<file path="src/rtl/llsc_pkg.sv">
package llsc_pkg;
  typedef enum logic [1:0] {
    K_LOAD  = 2'd0,
    K_STORE = 2'd1,
    K_LINK  = 2'd2,
    K_COND  = 2'd3
  } req_kind_e;
endpackage

</file>
<file path="src/rtl/llsc_line_cmp.sv">
module llsc_line_cmp #(
  parameter int LINE_W = 26
) (
  input  logic              a_valid,
  input  logic [LINE_W-1:0] a_line,
  input  logic [LINE_W-1:0] b_line,
  output logic              hit
);
  always_comb hit = a_valid && (a_line == b_line);
endmodule

</file>
<file path="src/rtl/llsc_resv.sv">
module llsc_resv #(
  parameter int LINE_W = 26
) (
  input  logic              clk,
  input  logic              rst,
  input  logic              set_link,
  input  logic [LINE_W-1:0] link_line,
  input  logic              link_killed,
  input  logic              cur_kill,
  input  logic              use_cond,
  output logic              resv_v,
  output logic [LINE_W-1:0] resv_line
);
  always_ff @(posedge clk) begin
    if (rst) begin
      resv_v    <= 1'b0;
      resv_line <= '0;
    end else if (set_link) begin
      resv_v    <= !link_killed;
      resv_line <= link_line;
    end else if (cur_kill || use_cond) begin
      resv_v    <= 1'b0;
    end
  end

  // an unkilled load-linked always leaves a live reservation on its line
  a_r5_link_sets: assert property (@(posedge clk) disable iff (rst)
    (set_link && !link_killed) |=> (resv_v && resv_line == $past(link_line)));
endmodule

</file>
<file path="src/rtl/llsc_out.sv">
module llsc_out (
  input  logic clk,
  input  logic rst,
  input  logic is_store,
  input  logic is_cond,
  input  logic pass,
  output logic wr_en,
  output logic sc_done,
  output logic sc_result
);
  always_ff @(posedge clk) begin
    if (rst) begin
      wr_en     <= 1'b0;
      sc_done   <= 1'b0;
      sc_result <= 1'b0;
    end else begin
      wr_en     <= is_store || (is_cond && pass);
      sc_done   <= is_cond;
      sc_result <= is_cond && pass;
    end
  end

  // a result is only reported together with a completion
  a_r12_result_needs_done: assert property (@(posedge clk) disable iff (rst)
    sc_result |-> sc_done);
endmodule

</file>
<file path="src/rtl/llsc_monitor.sv">
module llsc_monitor #(
  parameter int ADDR_W     = 32,
  parameter int LINE_BYTES = 64
) (
  input  logic              clk,
  input  logic              rst,
  input  logic              req_valid,
  input  logic [1:0]        req_kind,
  input  logic [ADDR_W-1:0] req_addr,
  input  logic              inv_valid,
  input  logic [ADDR_W-1:0] inv_addr,
  input  logic              evict_valid,
  input  logic [ADDR_W-1:0] evict_addr,
  input  logic              ctx_switch,
  input  logic              irq_taken,
  input  logic              irq_clear_en,
  output logic              wr_en,
  output logic              sc_done,
  output logic              sc_result
);
  import llsc_pkg::*;

  localparam int OFFS_W = $clog2(LINE_BYTES);
  localparam int LINE_W = ADDR_W - OFFS_W;
  localparam int N_CMP  = 5;
  localparam int C_INV_R = 0, C_EV_R = 1, C_INV_Q = 2, C_EV_Q = 3, C_REQ_R = 4;

  logic [LINE_W-1:0] req_line, inv_line, ev_line, resv_line;
  logic              resv_v;
  logic              is_link, is_cond, is_store;
  logic              global_kill, cur_kill, link_killed, pass;

  logic              cmp_v [N_CMP];
  logic [LINE_W-1:0] cmp_a [N_CMP];
  logic [LINE_W-1:0] cmp_b [N_CMP];
  logic [N_CMP-1:0]  hit;

  always_comb begin
    req_line = req_addr[ADDR_W-1:OFFS_W];
    inv_line = inv_addr[ADDR_W-1:OFFS_W];
    ev_line  = evict_addr[ADDR_W-1:OFFS_W];
    is_link  = req_valid && (req_kind_e'(req_kind) == K_LINK);
    is_cond  = req_valid && (req_kind_e'(req_kind) == K_COND);
    is_store = req_valid && (req_kind_e'(req_kind) == K_STORE);
    cmp_v[C_INV_R] = inv_valid;   cmp_a[C_INV_R] = inv_line; cmp_b[C_INV_R] = resv_line;
    cmp_v[C_EV_R]  = evict_valid; cmp_a[C_EV_R]  = ev_line;  cmp_b[C_EV_R]  = resv_line;
    cmp_v[C_INV_Q] = inv_valid;   cmp_a[C_INV_Q] = inv_line; cmp_b[C_INV_Q] = req_line;
    cmp_v[C_EV_Q]  = evict_valid; cmp_a[C_EV_Q]  = ev_line;  cmp_b[C_EV_Q]  = req_line;
    cmp_v[C_REQ_R] = resv_v;      cmp_a[C_REQ_R] = req_line; cmp_b[C_REQ_R] = resv_line;
  end

  for (genvar g = 0; g < N_CMP; g++) begin : g_cmp
    llsc_line_cmp #(.LINE_W(LINE_W)) i_cmp (
      .a_valid(cmp_v[g]), .a_line(cmp_a[g]), .b_line(cmp_b[g]), .hit(hit[g])
    );
  end

  always_comb begin
    global_kill = ctx_switch || (irq_taken && irq_clear_en);
    cur_kill    = global_kill || hit[C_INV_R] || hit[C_EV_R];
    link_killed = global_kill || hit[C_INV_Q] || hit[C_EV_Q];
    pass        = hit[C_REQ_R] && !cur_kill;
  end

  llsc_resv #(.LINE_W(LINE_W)) i_resv (
    .clk(clk), .rst(rst), .set_link(is_link), .link_line(req_line),
    .link_killed(link_killed), .cur_kill(cur_kill), .use_cond(is_cond),
    .resv_v(resv_v), .resv_line(resv_line)
  );

  llsc_out i_out (
    .clk(clk), .rst(rst), .is_store(is_store), .is_cond(is_cond), .pass(pass),
    .wr_en(wr_en), .sc_done(sc_done), .sc_result(sc_result)
  );

  // with no live reservation a store-conditional cannot succeed
  a_r3_no_resv_fails: assert property (@(posedge clk) disable iff (rst)
    (is_cond && !resv_v) |=> (sc_done && !sc_result));
  // a store-conditional always leaves the monitor empty
  a_r4_cond_clears: assert property (@(posedge clk) disable iff (rst)
    is_cond |=> !resv_v);
  // context switch leaves no reservation
  a_r8_ctx_clears: assert property (@(posedge clk) disable iff (rst)
    ctx_switch |=> !resv_v);
  // same-cycle invalidation of the target line defeats the store-conditional
  a_r10_inv_wins: assert property (@(posedge clk) disable iff (rst)
    (is_cond && inv_valid && inv_line == req_line) |=> !sc_result && !wr_en);
  // completion pulses track store-conditional requests only
  a_r12_done_tracks: assert property (@(posedge clk) disable iff (rst)
    sc_done == $past(is_cond));
endmodule

</file>
<file path="config.mk">
export PLATFORM = sky130hd
export DESIGN_NAME = llsc_monitor
export DESIGN_NICKNAME = d
export VERILOG_FILES = /design/src/rtl/llsc_pkg.sv /design/src/rtl/llsc_line_cmp.sv /design/src/rtl/llsc_resv.sv /design/src/rtl/llsc_out.sv /design/src/rtl/llsc_monitor.sv
export SDC_FILE = /design/constraint.sdc
export NUM_CORES = 1
export LEC_CHECK = 0
export ABC_AREA = 0
export BUFFER_PORTS_ARGS = -buffer_cell sky130_fd_sc_hd__clkbuf_2
export CORE_ASPECT_RATIO = 1.2
export CORE_MARGIN = 8
export CORE_UTILIZATION = 52
export CTS_CLUSTER_SIZE = 30
export DETAILED_ROUTE_END_ITERATION = 16
export GPL_TIMING_DRIVEN = 0
export PLACE_DENSITY = 0.95
export SETUP_SLACK_MARGIN = 0.3
export SLEW_MARGIN = 25
export SYNTH_ARGS = -nofsm -noshare
export SYNTH_HDL_FRONTEND = slang
export SYNTH_HIERARCHICAL = 1
export SYNTH_SLANG_ARGS = --single-unit
</file>
<file path="constraint.sdc">
create_clock -name clk -period 3.1 [get_ports clk]
set_input_delay 0 -clock clk [delete_from_list [all_inputs] [get_ports clk]]
set_output_delay 0 -clock clk [all_outputs]
set_load 0.005 [all_outputs]
</file>
---- After elaboration in Yosys (flattened, before gate mapping) ----
Cells that the tools add are included.
cells by class
  equality and inequality tests ........... 8
  muxes and demuxes ....................... 2
  reductions and logical operators ........ 21
operators with widths
  cell                                                             count
  26-bit == test                                                   5
  1-bit logical AND                                                11
  1-bit logical OR                                                 7
  2-bit == test, second input constant                             2
  2-bit by 1-bit == test with 1-bit output, second input constant  1
  1-bit logical NOT                                                2
  1-bit 2-to-1 mux                                                 2
  2-bit nonzero test                                               1
word-level totals
  bits in registers ....................... 30
  output and inout bits ................... 3

---- Logic depth before layout (Yosys ltp) ----
  word-level depth ........................ 8
  gate-level depth with buffers ........... 8

---- Modules after synthesis ----
The synthesis kept the hierarchy.
by module, submodules not included
  module         seq. area each (um^2)  instances  cells an instance  area each (um^2)
  llsc_line_cmp  0.0                    5          35                 290.3
  llsc_resv      540.5                  1          88                 957.2
  llsc_out       60.1                   1          8                  82.6
  llsc_monitor   0.0                    1          11                 51.3

---- Worst setup path before layout ----
OpenSTA, ideal clock, no wires.
  path type ............................... register -> register
  from .................................... register i_resv.resv_line[13]
  to ...................................... register i_out.wr_en
  required time ........................... 2986 ps
  setup slack ............................. 1185 ps
  cell stages (with the launch flop) ...... 9
  arrival ................................. 1802 ps
  library setup time ...................... 114 ps
  clock period less this slack ............ 1915 ps
  cells stage by stage .................... dfxtp_1 > xnor2_1 > nand4_1 > or4_1 > nor4_2 > nor2_1 > and3_1 > a21oi_1 > nor2_1
on the way
  word-level cells in the longest chain between the ends .. 8
  elaborated cells between the ends (all ways) .. 12
RTL lines
  what                           line                source
  from (decl)                    llsc_resv.sv:12     output logic [LINE_W-1:0] resv_line
  from (signal assigned)         llsc_resv.sv:20     resv_line <= link_line;
  26-bit == test                 llsc_line_cmp.sv:9  always_comb hit = a_valid && (a_line == b_line);
  1-bit logical AND              llsc_line_cmp.sv:9
  net hit[0]                     llsc_monitor.sv:36  logic [N_CMP-1:0] hit;
  1-bit logical OR (2 in a row)  llsc_monitor.sv:60  cur_kill = global_kill || hit[C_INV_R] || hit[C_EV_R];
  1-bit logical NOT              llsc_monitor.sv:62  pass = hit[C_REQ_R] && !cur_kill;
  1-bit logical AND              llsc_monitor.sv:62
  net pass                       llsc_monitor.sv:31  logic global_kill, cur_kill, link_killed, pass;
  1-bit logical AND              llsc_out.sv:17      wr_en <= is_store || (is_cond && pass);
  1-bit logical OR               llsc_out.sv:17
  to (signal assigned)           llsc_out.sv:17
  to (decl)                      llsc_out.sv:7       output logic wr_en,
The timed path passes the listed nets, and every way through them passes these cells.
A chain may end at the register's enable or synchronous reset.

---- Worst setup path in the final report ----
  from .................................... register i_resv.resv_line[17]
  to ...................................... register i_out.wr_en
on the way
  elaborated cells between the ends (all ways) .. 12
RTL lines
  what               line
  26-bit == test     llsc_line_cmp.sv:9
  1-bit logical AND  llsc_line_cmp.sv:9
  net hit[1]         llsc_monitor.sv:36
  1-bit logical OR   llsc_monitor.sv:60
  1-bit logical NOT  llsc_monitor.sv:62
  1-bit logical AND  llsc_monitor.sv:62
  net pass           llsc_monitor.sv:31
  1-bit logical AND  llsc_out.sv:17
  1-bit logical OR   llsc_out.sv:17
The timed path passes the listed nets, and every way through them passes these cells.

==> impl_metrics.ini <==
[outcome]
status = complete, no violations

[drt]
drc = 0
drtPass1Iterations = 4
detail_route.wl_per_cell_um = 16.3
vias = 2347
dr.first_iter.drc_count = 73
routed_wl_um = 7140
detail-route-antenna-nets = 0
vias_per_cell = 5.35

[timing]
worstMarginPinSlew_ps = 524
rsz0062_at_grt = no
hold_viol_final = 0
skew_ps = 2.74
fmaxAchievable_mhz = 460
finalSetupTns_ps = 0
setup_viol = 0
maxSlewViolCount = 0
fin_crit_sh_pct = 70.1
fin_crit_ps = 2170
worst_slack_ps = 928
relSlewSlack_pct = 65.1

[cells_and_area]
mostFrequentLayoutCell = xnor2_1
n_fill_cell = 389
regArea_sq_um = 601
multi_input_area_sq_um = 1900
nets = 486
n_antenna_cell = 0
syn_to_final_growth_pct = 24.3
final_cell_mix = xnor2_1, clkbuf_2, nor2_1, nand4_1, dfxtp_1
drive_above_1_share_pct = 27.7

[power]
power_density_nw_per_um2 = 328
p_leak_nw = 1.09
vdd_drop_max_mv = 0.282

[clocking]
cts_buffer_depth = 2
cts_sinks = 30
cts_setup_buffers = 0
cts_made_buffers = 5
clk_latency_ps = 280
cts_tree = yes
clkSlewWorstSetupHoldPaths_ps = 60
htreeDepth = 2
cts_resized = 0
root_buffer = clkbuf_8
ctsHoldBuffers = 1

[worst_setup_path]
arrival_ps = 2350
crit_chain = xnor2_1 -> nand4_1 -> or4_1 -> nor4_2 -> nor2_1 -> and3_1 -> a21oi_1 -> nor2_1
critPathRequiredTime_ps = 3280
crit_top_cell = nor2_1
critPathMaxStageDelay_ps = 580
path_class = register to register
worstPathMaxFanout = 4
r2r_slack_ps = 930
start_kind = register
cp_slowest_cell = or4_1
crit_path_end_kind = register
critPathTopFamily = simple AND/OR/NAND/NOR gates
cp_num_buf_inv = 0

[global_route]
grt.total_usage_pct = 19.4
grt_pass1_wl_um = 11400
use_met3_pct = 3.78
grt_max_degree = 11
grt.overflow.total = 0
grt.busiest_layer = met2
use_met1_pct = 18.6
grt_use_met2_pct = 37.0
grt_pass1_vias = 2629
antenna_found_initial = 0

[yosys]
synth_async_sr_flop_share_pct = 0
synthFlopType = dfxtp_1
ys_seq_area_share_pct = 23.6
syn-num-nets = 388
synth_top_area_share_pct = 44.8
netlist_area_sq_um = 2540
ys_ff_latch = 30
synth.distinct_cells = 18
yosysTopAreaCell = xnor2_1
synth_area_leaders = xnor2_1, dfxtp_1, mux2i_1, nand4_1, nor2_1
yosys_warnings = 6
synth_edf_count = 0
syn_inst = 282
avgSynthCellArea_sq_um = 9.02

[die]
start_util_pct = 52.6
fp-row-count = 28
die_h_um = 92.6
die_w_um = 79.8
io_pins = 109
fp.coreArea_sq_um = 4830
die_area_sq_um = 7390

[run]
timing.max_cap.violations = 0

[placement]
place_ws_ps = 936
dpl.hpwl_um = 6110
io_buffers = 90
place.gp.congestion = 0.921

[worst_hold_path]
worstHoldPathType = input pin to register
==> Yosys cell counts, types with 2 or more instances <==
library cell  count
xnor2_1         130
nor2_1           32
dfxtp_1          30
nand4_1          30
mux2i_1          26
nand2_1           5
nand3_1           5
nor4_2            5
or4_1             5
clkbuf_1          3
a21oi_1           2
and3_1            2
buf_4             2
==> per-layer routing <==
layer	share of wire (%)	vias to the layer above
met1	36	1084
met5	0	-
met2	54	79
met3	5.2	22
met4	4.0	0
li1	-	1162
==> registers in the layout (all words and copies together) (netlist names) <==
register and flops:
i_out/wr_en 1, i_out/sc_done 1, i_out/sc_result 1, i_resv/resv_line 26
i_resv/resv_v 1
==> layout make-up <==
type,instances,share of cell area (%)
Multi-Input combinational cell,246,60.3
Sequential cell,30,19.0
Timing Repair Buffer,91,14.6
Clock buffer,6,2.61
Tap cell,60,2.38
Buffer,6,1.19
==> per-stage QoR <==
step	power (mW)	utilization [%]	std cells	hold WS, ps	area, sq um
2_1_floorplan	0.600	-	282	71.6	2540
3_3_place_gp	0.716	63.5	432	205	3070
3_5_place_dp	0.732	63.5	432	207	3070
4_1_cts	1.04	65.4	439	38.3	3160
5_1_grt	1.09	65.4	439	62.5	3160
6_report	1.04	65.4	439	40.6	3160
==> kinds of logic after synthesis <==
kind of cell	synth area share, %
xor gates and xnor gates	44.8
and+or+nand+nor	19.1
DFF	23.6
muxes	10.2
buffers and inverters	1.48
AOI/OAI and AO/OA	0.738
==> tightest hold or removal path, delay by kind of cell <==
kind	cells	cell delay, ps
multiplexers	1	80
AND/OR/NAND/NOR	1	70
buffers and inverters	1	130
==> final timing paths <==
check                        from              endpoint  cells after the start
min                  req_addr[21]  i_resv/resv_line[15]                      3
max          i_resv/resv_line[17]           i_out/wr_en                      8
min reg2reg   i_resv/resv_line[1]   i_resv/resv_line[1]                      2
max reg2reg  i_resv/resv_line[17]           i_out/wr_en                      8
==> where the power goes <==
part	switching [mW]	internal [mW]	leakage (nW)
Combinational	0.147	0.163	0.801
Clock	0.141	0.171	0.0431
Sequential	0.0181	0.398	0.244
Total	0.306	0.732	1.09
Note: power is estimated with default switching activity, not from simulation.
